--- src/rtl/idle_pkg.sv ---
package idle_pkg;
    parameter int LFSR_W = 11;
    parameter int SYM_W  = 8;
    parameter int TAP_A  = 9;
    parameter int TAP_B  = 11;

    typedef struct packed {
        logic [LFSR_W-1:0] nxt;
        logic [SYM_W-1:0]  sym;
    } step_t;

    typedef enum logic [1:0] {
        ST_OFF  = 2'd0,
        ST_FILL = 2'd1,
        ST_MET  = 2'd2
    } run_state_t;

    // Advance the register one symbol worth of steps, first bit into the MSB.
    function automatic step_t idle_step_sym(input logic [LFSR_W-1:0] start);
        step_t             r;
        logic [LFSR_W-1:0] s;
        s = start;
        r.sym = '0;
        for (int i = 0; i < SYM_W; i++) begin
            r.sym[SYM_W-1-i] = s[LFSR_W-1];
            s = {s[LFSR_W-2:0], s[TAP_A-1] ^ s[TAP_B-1]};
        end
        r.nxt = s;
        return r;
    endfunction
endpackage

--- src/rtl/idle_lane.sv ---
module idle_lane
    import idle_pkg::*;
#(
    parameter logic [LFSR_W-1:0] FALLBACK_SEED = 11'h5A5
) (
    input  logic              clk,
    input  logic              rst_n,
    input  logic              load_i,
    input  logic              step_i,
    input  logic              lane_on_i,
    input  logic [LFSR_W-1:0] seed_i,
    output logic [SYM_W-1:0]  sym_o
);
    logic [LFSR_W-1:0] lfsr_q;
    logic [LFSR_W-1:0] seed_fix;
    logic [LFSR_W-1:0] src;
    logic [SYM_W-1:0]  sym_q;
    step_t             res;

    always_comb begin
        seed_fix = (seed_i == '0) ? FALLBACK_SEED : seed_i;
        src      = load_i ? seed_fix : lfsr_q;
        res      = idle_step_sym(src);
    end

    always_ff @(posedge clk or negedge rst_n) begin
        if (!rst_n) begin
            lfsr_q <= FALLBACK_SEED;
            sym_q  <= '0;
        end else if (load_i || step_i) begin
            if (lane_on_i) begin
                lfsr_q <= res.nxt;
                sym_q  <= res.sym;
            end else begin
                lfsr_q <= load_i ? seed_fix : lfsr_q;
                sym_q  <= '0;
            end
        end else begin
            sym_q <= '0;
        end
    end

    assign sym_o = sym_q;

    AST_NO_LOCKUP: assert property (@(posedge clk) disable iff (!rst_n)
        lfsr_q != '0);
    AST_OFF_LANE_QUIET: assert property (@(posedge clk) disable iff (!rst_n)
        !lane_on_i |=> (sym_o == '0));
    AST_HOLD_STATE: assert property (@(posedge clk) disable iff (!rst_n)
        (!load_i && !(step_i && lane_on_i)) |=> $stable(lfsr_q));
endmodule

--- src/rtl/idle_run_ctrl.sv ---
module idle_run_ctrl
    import idle_pkg::*;
#(
    parameter int MIN_RUN = 16
) (
    input  logic clk,
    input  logic rst_n,
    input  logic en_i,
    output logic load_o,
    output logic step_o,
    output logic done_o
);
    localparam int CW = $clog2(MIN_RUN + 1);

    run_state_t    st_q, st_d;
    logic [CW-1:0] cnt_q, cnt_d;
    logic          done_q;

    always_comb begin
        st_d  = st_q;
        cnt_d = cnt_q;
        unique case (st_q)
            ST_OFF: begin
                if (en_i) begin
                    cnt_d = CW'(1);
                    st_d  = (MIN_RUN <= 1) ? ST_MET : ST_FILL;
                end
            end
            ST_FILL: begin
                if (!en_i) begin
                    cnt_d = '0;
                    st_d  = ST_OFF;
                end else begin
                    cnt_d = cnt_q + 1'b1;
                    if (cnt_q + 1'b1 == CW'(MIN_RUN)) st_d = ST_MET;
                end
            end
            ST_MET: begin
                if (!en_i) begin
                    cnt_d = '0;
                    st_d  = ST_OFF;
                end
            end
            default: begin
                cnt_d = '0;
                st_d  = ST_OFF;
            end
        endcase
    end

    // State register
    always_ff @(posedge clk or negedge rst_n) begin
        if (!rst_n) begin
            st_q  <= ST_OFF;
            cnt_q <= '0;
        end else begin
            st_q  <= st_d;
            cnt_q <= cnt_d;
        end
    end

    // Output register
    always_ff @(posedge clk or negedge rst_n) begin
        if (!rst_n) done_q <= 1'b0;
        else        done_q <= (st_d == ST_MET);
    end

    assign load_o = en_i && (st_q == ST_OFF);
    assign step_o = en_i && (st_q != ST_OFF);
    assign done_o = done_q;

    AST_CNT_BOUND: assert property (@(posedge clk) disable iff (!rst_n)
        cnt_q <= CW'(MIN_RUN));
    AST_DROP_CLEARS: assert property (@(posedge clk) disable iff (!rst_n)
        !en_i |=> !done_o);
    AST_DONE_AFTER_RUN: assert property (@(posedge clk) disable iff (!rst_n)
        $rose(done_o) |-> (cnt_q == CW'(MIN_RUN)));
endmodule

--- src/rtl/idle_pattern_gen.sv ---
module idle_pattern_gen
    import idle_pkg::*;
#(
    parameter int                NUM_LANES     = 4,
    parameter int                MIN_RUN       = 16,
    parameter logic [LFSR_W-1:0] FALLBACK_SEED = 11'h5A5,
    localparam int               LCW           = $clog2(NUM_LANES + 1)
) (
    input  logic                        clk,
    input  logic                        rst_n,
    input  logic                        idle_en,
    input  logic [LCW-1:0]              lane_cnt,
    input  logic [NUM_LANES*LFSR_W-1:0] seed_flat,
    output logic [NUM_LANES*SYM_W-1:0]  idle_sym,
    output logic [NUM_LANES-1:0]        idle_is_k,
    output logic                        min_run_done
);
    logic                 load;
    logic                 step;
    logic [NUM_LANES-1:0] lane_on;

    idle_run_ctrl #(.MIN_RUN(MIN_RUN)) u_ctrl (
        .clk    (clk),
        .rst_n  (rst_n),
        .en_i   (idle_en),
        .load_o (load),
        .step_o (step),
        .done_o (min_run_done)
    );

    for (genvar g = 0; g < NUM_LANES; g++) begin : g_lane
        assign lane_on[g] = (int'(lane_cnt) > g);

        idle_lane #(.FALLBACK_SEED(FALLBACK_SEED)) u_lane (
            .clk       (clk),
            .rst_n     (rst_n),
            .load_i    (load),
            .step_i    (step),
            .lane_on_i (lane_on[g]),
            .seed_i    (seed_flat[g*LFSR_W +: LFSR_W]),
            .sym_o     (idle_sym[g*SYM_W +: SYM_W])
        );
    end

    // Idle filler is always data.
    assign idle_is_k = '0;
endmodule

--- config.mk ---
export PLATFORM = sky130hd
export DESIGN_NAME = idle_pattern_gen
export DESIGN_NICKNAME = d
export VERILOG_FILES = /design/src/rtl/idle_pkg.sv /design/src/rtl/idle_lane.sv /design/src/rtl/idle_run_ctrl.sv /design/src/rtl/idle_pattern_gen.sv
export SDC_FILE = /design/constraint.sdc
export NUM_CORES = 1
export LEC_CHECK = 0
export BUFFER_PORTS_ARGS = -buffer_cell sky130_fd_sc_hd__clkbuf_2
export CAP_MARGIN = 20
export CELL_PAD_IN_SITES_DETAIL_PLACEMENT = 2
export CELL_PAD_IN_SITES_GLOBAL_PLACEMENT = 2
export CORE_AREA = 10 10 128 130
export CTS_CLUSTER_DIAMETER = 40
export DETAILED_ROUTE_END_ITERATION = 6
export DIE_AREA = 0 0 138 140
export GPL_TIMING_DRIVEN = 1
export PLACE_DENSITY_LB_ADDON = 0.1
export SLEW_MARGIN = 25
export SYNTH_ARGS = -nofsm -noshare
export SYNTH_HDL_FRONTEND = slang
export SYNTH_HIERARCHICAL = 1
export SYNTH_SLANG_ARGS = --single-unit
export TNS_END_PERCENT = 10
--- constraint.sdc ---
create_clock -name clk -period 5.8 [get_ports clk]
set_input_delay 0.87 -clock clk [delete_from_list [all_inputs] [get_ports clk]]
set_output_delay 0.87 -clock clk [all_outputs]
set_load 0.01 [all_outputs]
# After elaboration in Yosys (flattened, before gate mapping)
# Index checks and enable logic that the tools add are counted.
dict set report word_totals {
  regBits 84
  out_inout_bits 37
}
dict set report op_classes {
  addsub 1
  magnitude_cmp 4
  n_eq_ne 6
  muxes 29
  bitwise 32
  reduce_logical 10
}
# cell n
set ops {}
lappend ops {{two-way mux 11 bit} 12}
lappend ops {{two-way mux 8 bit} 8}
lappend ops {{logical NOT 11 bit} 4}
lappend ops {{bitwise XOR 1 bit} 32}
lappend ops {{two-way mux 5 bit} 3}
lappend ops {{case mux 5 bit (3 select lines)} 1}
lappend ops {{two-way mux 2 bit} 4}
lappend ops {{greater-than comparator 3 x 1 -> 1 bit (second input constant)} 2}
lappend ops {{greater-than comparator 3 x 2 -> 1 bit (second input constant)} 2}
lappend ops {{case mux 2 bit (3 select lines)} 1}
lappend ops {{adder 5 x 1 -> 5 bit (second input constant)} 1}
lappend ops {{equality test 5 bit (second input constant)} 1}
lappend ops {{equality test 2 bit (second input constant)} 2}
lappend ops {{inequality test 2 bit (second input constant)} 2}
lappend ops {{equality test 2 x 1 -> 1 bit (second input constant)} 1}
lappend ops {{logical AND 1 bit} 2}
lappend ops {{logical NOT 2 bit} 1}
lappend ops {{AND reduction 2 bit} 1}
lappend ops {{nonzero test 2 bit} 1}
lappend ops {{logical OR 1 bit} 1}

# Logic depth before layout (Yosys ltp)
# Gate-level depths: netlist (run 1).
dict set report logic_depth {
  ltp_word 6
  depth_mapped 9
  mapped_depth_nobuf 7
}

# By module
# The synthesis (run 1) kept the hierarchy.
# mod instances cells_per_inst area_per_inst_um2 seq_area_each_um2
set by_module_without_submodules {}
lappend by_module_without_submodules {idle_lane 4 121 1141.1 483.0}
lappend by_module_without_submodules {idle_run_ctrl 1 53 530.5 200.2}
lappend by_module_without_submodules {idle_pattern_gen 1 9 58.8 0.0}

# Least setup slack after synthesis (run 1)
# OpenSTA, ideal clock, no wires.
dict set report synth_path {
  kind {in2reg}
  from {in idle_en}
  to {reg (tool-made name)}
  t_arrival_ns 2.718
  path_slack_ns 2.987
  cell_stages 7
  path_buffers 3
  cell_sequence {nor2b_1 -> nor2b_1 -> buf_4 -> buf_1 -> buf_1 -> o32ai_1 -> a311oi_1}
}
# element line_no
set synth_lines {}
lappend synth_lines {{from (decl)} idle_pattern_gen.sv:11} ;# input logic idle_en,

# Worst setup path in the final report (run 1)
dict set report layout_path {
  from {in idle_en}
  to {reg g_lane[2].u_lane.lfsr_q[3]}
}
dict set report layout_between {
  elab_chain_cells 4
  elab_cells_between_ends 6
  cone_classes {2 x mux; 1 x bitwise; 3 x reduce/logical}
}
# element line_no
set layout_rtl {}
lappend layout_rtl {{logical AND 1 bit (*)} idle_run_ctrl.sv:68} ;# assign load_o = en_i && (st_q == ST_OFF);
lappend layout_rtl {{named net load} idle_pattern_gen.sv:18} ;# logic load;
lappend layout_rtl {{two-way mux 11 bit} idle_lane.sv:22} ;# src = load_i ? seed_fix : lfsr_q;
lappend layout_rtl {{bitwise XOR 1 bit} idle_pkg.sv:26} ;# s = {s[LFSR_W-2:0], s[TAP_A-1] ^ s[TAP_B-1]};
lappend layout_rtl {{two-way mux 11 bit} idle_lane.sv:31} ;# if (lane_on_i) begin
lappend layout_rtl {{to (signal assigned)} idle_lane.sv:32} ;# lfsr_q <= res.nxt;
lappend layout_rtl {{to (signal assigned)} idle_lane.sv:35} ;# lfsr_q <= load_i ? seed_fix : lfsr_q;
lappend layout_rtl {{to (decl)} idle_lane.sv:14} ;# logic [LFSR_W-1:0] lfsr_q;
# Mark *: on every way through the listed nets, which the timed path passes. The rest lies on a longest branch.
# A chain may end at the register's enable or synchronous reset.

==> impl_metrics.toml, run 1 <==
[clocking]
clock_sinks = 84
holdBufCountCts = 0
cts_buffers = 9
cts.repair.resized = 0
cts_setup_buffers = 0
cts-root-buf = "clkbuf_16"
cts_buffer_depth = 2
cts_tree = "built"
clock_latency_ps = 350
path_clk_slew_ps = 60
htreeDepth = 3

[die]
fp.dieH_um = 140
num_rows = 43
ios = 87
start_util_pct = 37.4
core_area_mm2 = 0.0138
dieWidth_um = 138
dieArea_mm2 = 0.0193

[critical_path]
worstPathCellList = "clkbuf_2 -> nor2b_1 -> nor2b_4 -> buf_4 -> mux2i_1 -> xnor2_1 -> nand2_1 -> o21ai_0 -> o21ai_0"
worstPathArrival_ps = 3590
path_class = "input port to flip-flop"
worst-r2r-setup-slack_ps = 2660
cp.required_ps = 6050
setup.worst_path.start = "idle_en"
cp_common_cell = "o21ai_0"
start_kind = "input port"
critical_path.max_stage_delay_ps = 710
cp_slowest_cell = "nor2b_4"
cp-end-kind = "flip-flop"
path_max_fanout = 29
r2r_start = "u_ctrl/st_q[1]"

[power]
leakage_nw = 2.68
irDropWorstVdd_mv = 0.165
p_per_area_mw_per_mm2 = 327

[grt]
grt_antenna_before_repair = 0
track_usage_pct = 17.0
grt_pass1_vias = 5014
grt_pass1_wl_um = 27400
grt_max_degree = 62
overflow = 0

[routing]
final_antenna_net_count = 0
detail_route.wl_per_cell_um = 20.6
num_vias = 4467
vias_per_cell = 5.60
drtPass1Iterations = 4
drc = 0
wirelength_um = 16500
dr.first_iter.drc_count = 254

[layout]
drive_gt1_share_pct = 26.9
fin_cells = 798
diodes = 0
fillers = 1551
syn_to_final_growth_pct = 16.3
fin_nets = 664

[placement]
hpwlAfterDp_um = 11900
dp_cells = 782
place_congestion = 0.811
place_ws_ps = 2150
port_buffers = 82

[synthesis]
synth_edf_count = 0
synth_flop_cell = "dfrtp_1"
synth_area_per_cell_um2 = 9.44
ys.warnings.count = 6
synth_area_mm2 = 0.00515
ys_seq_area_share_pct = 41.4
ys_async_sr_fraction_pct = 100
synthDistinctLibCells = 53
synth_seq_cells = 84
netlist_instances = 546

[sta]
setup_tns_ps = 0
fin_crit_sh_pct = 57.6
maxSlewViolCount = 0
setup_violations = 0
hold_violations = 0
tightest_slew_ps = 910
holdWs_ps = 487
fin_ws_ps = 2460
rsz0062_at_grt = "false"
min_period_ps = 3340
fin_worst_skew_ps = 9.20
max_freq_mhz = 299
slew_headroom_pct = 38.9

[worst_hold_path]
min-delay-start = "g_lane[0].u_lane/lfsr_q[3]"
hp-class = "flip-flop to flip-flop"

[flow_run]
maxCapViolCount = 0

[outcome]
status = "finished clean"
## stage by stage
step	power, mW	utilization (%)	instance area (um^2)
detailed placement	1.38	41.4	5700
CTS	1.99	43.5	5990
finish	1.96	43.5	5990
floorplan	1.19	-	5160
global route	2.09	43.5	5990
global placement	1.35	41.4	5700
## cells in the final DEF (no fill, tap or decap), types with 17 or more instances in the layout
cell and instances:
mux2i_1 31, nand2_1 42, dfrtp_1 60, clkbuf_2 81
xor2_1 17, inv_1 20, a211oi_1 20, nor2_1 50
dfstp_2 24, a21oi_1 20, o21ai_0 25
## critical path, delay by kind of cell
family                    cells  cell delay, ps
and+or+nand+nor               3            1110
buffers and inverters         2             660
xor gates and xnor gates      1             130
AOI/OAI and AO/OA             2             290
muxes                         1             490
## synth_stat cells (4+ instances only)
master | number | area share [%]
nand3_1 | 15 | 1.5
o31ai_4 | 4 | 1.7
a21oi_1 | 20 | 1.9
nor2b_1 | 12 | 1.5
buf_4 | 8 | 1.2
a22oi_1 | 8 | 1.2
inv_1 | 20 | 1.5
nor3_4 | 4 | 1.3
xnor2_1 | 16 | 2.7
nor4_1 | 4 | 0.49
o22ai_1 | 7 | 0.85
or2_2 | 4 | 0.49
dfstp_2 | 24 | 12
o311ai_0 | 8 | 1.4
or3_1 | 13 | 1.6
a311oi_1 | 4 | 0.68
o221ai_1 | 8 | 1.4
a211oi_1 | 20 | 2.9
clkbuf_1 | 17 | 1.2
o21a_1 | 5 | 0.73
xor2_1 | 17 | 2.9
o311ai_1 | 4 | 0.68
o32ai_1 | 8 | 1.4
nand2b_1 | 5 | 0.61
mux2i_1 | 31 | 6.0
a31oi_1 | 4 | 0.49
a21oi_2 | 5 | 0.85
o21ai_0 | 26 | 2.5
dfrtp_1 | 60 | 29
buf_1 | 8 | 0.58
nand2_1 | 42 | 3.1
mux2_2 | 8 | 1.7
and2_1 | 9 | 1.1
nor3_1 | 12 | 1.2
or4_1 | 4 | 0.58
or4_4 | 4 | 0.87
nor2_1 | 50 | 3.6
nor2_2 | 4 | 0.49
and3_1 | 4 | 0.49
## path summary, 6_finish.rpt
| path | cells past startpoint | endpoint |
|---|---|---|
| setup / recovery | 9 | g_lane[2].u_lane/lfsr_q[3] |
| hold / removal | 2 | g_lane[0].u_lane/lfsr_q[3] |
| setup reg to reg | 8 | g_lane[2].u_lane/lfsr_q[3] |
| hold reg to reg | 2 | g_lane[0].u_lane/lfsr_q[3] |
| max in group asynchronous | 2 | asynchronous set/reset pin |
| min in group asynchronous | 1 | asynchronous set/reset pin |
## metal layers
metal / track usage (%) / vias to the layer above / routed length, um
li1: - / 2116 / -
met1: 21.0 / 2282 / 7580
met2: 29.6 / 60 / 8230
met3: 4.06 / 9 / 553
met4: 3.55 / 0 / 112
met5: 0 / - / 0
## power breakdown
| part | switching, mW | internal, mW |
|---|---|---|
| registers | 0.0933 | 0.737 |
| clock network | 0.249 | 0.344 |
| logic | 0.306 | 0.231 |
## cell type report
| cell class | instances | area [um^2] | share of cell area (%) |
|---|---|---|---|
| clock buffers | 11 | 243 | 4.05 |
| repair buffers | 89 | 478 | 7.98 |
| inverters | 20 | 75.1 | 1.25 |
| multi-input cells | 409 | 2790 | 46.5 |
| clock inverters | 5 | 52.6 | 0.877 |
| well taps | 180 | 225 | 3.76 |
| flip-flops and latches | 84 | 2130 | 35.6 |
## cell families (layout without fill, tap and decap cells)
logic type | after synthesis | count (layout) | synth area share [%]
xor+xnor | 33 | 33 | 5.61
buf+inv | 56 | 125 | 4.98
compound gates | 136 | 136 | 19.3
simple gates | 196 | 196 | 20.6
flops | 84 | 84 | 41.4
mux | 39 | 39 | 7.77
fa+ha+maj | 1 | 1 | 0.243
other cells | 1 | 4 | 0.0728
Power figures use the tool's default switching activity.
==> run 2: changes to the inputs <==
Settings changed: CORE_AREA 10 10 128 130 to 10 10 133 135, DIE_AREA 0 0 138 140 to 0 0 143 145.
Clock period 5.8 ns to 3.2 ns, I/O delays scaled along.
==> run 2 against run 1 <==
  * Cell count up 2.0%
  * Clock-buffer cell count up 1
  * Setup slack worse by 1700 ps
  * Largest cell class unchanged
==> impl_metrics.toml, run 2 (same netlist as run 1, synthesis figures left out) <==
[routing]
final_antenna_net_count = 0
dr.first_iter.drc_count = 236
num_vias = 4502
vias_per_cell = 5.53
wirelength_um = 17200
drtPass1Iterations = 6
drc = 0
detail_route.wl_per_cell_um = 21.1

[critical_path]
cp.required_ps = 3470
worstPathCellList = "nor2b_1 -> nor2b_4 -> buf_12 -> mux2_2 -> xnor2_1 -> o221ai_1 -> nand3_1"
cp-end-kind = "flip-flop"
worstPathArrival_ps = 2750
critical_path.max_stage_delay_ps = 520
r2r_start = "u_ctrl/st_q[1]"
worst-r2r-setup-slack_ps = 720
r2r_end = "g_lane[3].u_lane/lfsr_q[0]"
cp_slowest_cell = "dfrtp_1"
path_class = "flip-flop to flip-flop"
start_kind = "flip-flop"
crit_buf_inv = 1
rr_worst_depth = 7
cp_top_family = "simple AND/OR/NAND/NOR gates"
path_max_fanout = 58

[layout]
final_common_cell = "clkbuf_2"
fin_nets = 672
diodes = 0
drive_gt1_share_pct = 28.0
fin_cells = 814
syn_to_final_growth_pct = 19.2
finalCoreUtilization_pct = 40.8
layout_common_cells = "81 x clkbuf_2, 60 x dfrtp_1, 50 x nor2_1"
fillers = 1673

[grt]
grt_pass1_vias = 5099
grt_max_degree = 85
track_usage_pct = 16.9
grt_antenna_before_repair = 0
overflow = 0
grt_pass1_wl_um = 28400

[sta]
maxSlewViolCount = 0
min_period_ps = 2480
fin_worst_skew_ps = 10.3
max_freq_mhz = 403
tightest_slew_ps = 883
hold_violations = 0
slew_headroom_pct = 40.5
rsz0062_at_grt = "false"
setup_violations = 0
setup_tns_ps = 0
fin_crit_sh_pct = 77.6

[die]
core_area_mm2 = 0.0150
fp.dieH_um = 145
num_rows = 45
start_util_pct = 34.3
dieArea_mm2 = 0.0207
dieWidth_um = 143
ios = 87

[clocking]
cts_buffer_depth = 2
path_clk_slew_ps = 60
cts_tree = "built"
cts_buffers = 9
cts-root-buf = "clkbuf_16"
clock_sinks = 84
clock_latency_ps = 350
cts_setup_buffers = 0
htreeDepth = 3
cts.repair.resized = 0
holdBufCountCts = 0

[power]
p_per_area_mw_per_mm2 = 602
leakage_nw = 2.75
irDropWorstVdd_mv = 0.223

[placement]
dp_cells = 798
hpwlAfterDp_um = 12400
port_buffers = 82
place_congestion = 0.809

[worst_hold_path]
hp-class = "input port to asynchronous set/reset pin"

[flow_run]
maxCapViolCount = 0

[outcome]
status = "finished clean"
==> run 2: power by group <==
| part | total [mW] | switching (mW) | internal (mW) |
|---|---|---|---|
| Clock | 1.20 | 0.455 | 0.746 |
| Combinational | 0.995 | 0.562 | 0.433 |
| Sequential | 1.50 | 0.167 | 1.34 |
==> run 2: cell type report <==
type	count	area [um^2]	share of cell area (%)
clock inverters	4	70.1	1.14
well taps	188	235	3.83
repair buffers	97	576	9.37
clock buffers	12	267	4.34
flip-flops and latches	84	2130	34.7
inverters	20	75.1	1.22
multi-input cells	409	2790	45.4
==> run 2: how the worst max path moves through the flow <==
stage / slack (ps) / from / end / cells after the start
3_5_place_dp: 560 / idle_en / g_lane[2].u_lane/lfsr_q[3] / 9
4_1_cts: 700 / u_ctrl/st_q[1] / g_lane[3].u_lane/lfsr_q[0] / 7
5_1_grt: 450 / u_ctrl/st_q[1] / g_lane[3].u_lane/lfsr_q[3] / 8
3_3_place_gp: 650 / idle_en / g_lane[3].u_lane/lfsr_q[3] / 9
2_1_floorplan: 780 / idle_en / flip-flop / 7
6_report: 720 / u_ctrl/st_q[1] / g_lane[3].u_lane/lfsr_q[0] / 7
==> run 2: per-layer routing <==
metal	vias to the layer above	global-route usage, %	wire length, um
met4	0	5.26	236
met1	2279	22.3	7840
met5	-	0	0
li1	2132	-	-
met2	76	27.2	8370
met3	15	3.26	714
==> run 2: through the flow <==
stage                     setup slack, ps  hold slack, ps  total power, mW  instance area [um^2]
final                                 718             157             3.70                  6140
after global placement                654             466             2.48                  5800
after detailed placement              559             478             2.53                  5800
after CTS                             703             181             3.76                  6140
after global routing                  453             181             3.94                  6140
after floorplan                       777             184             2.15                  5160
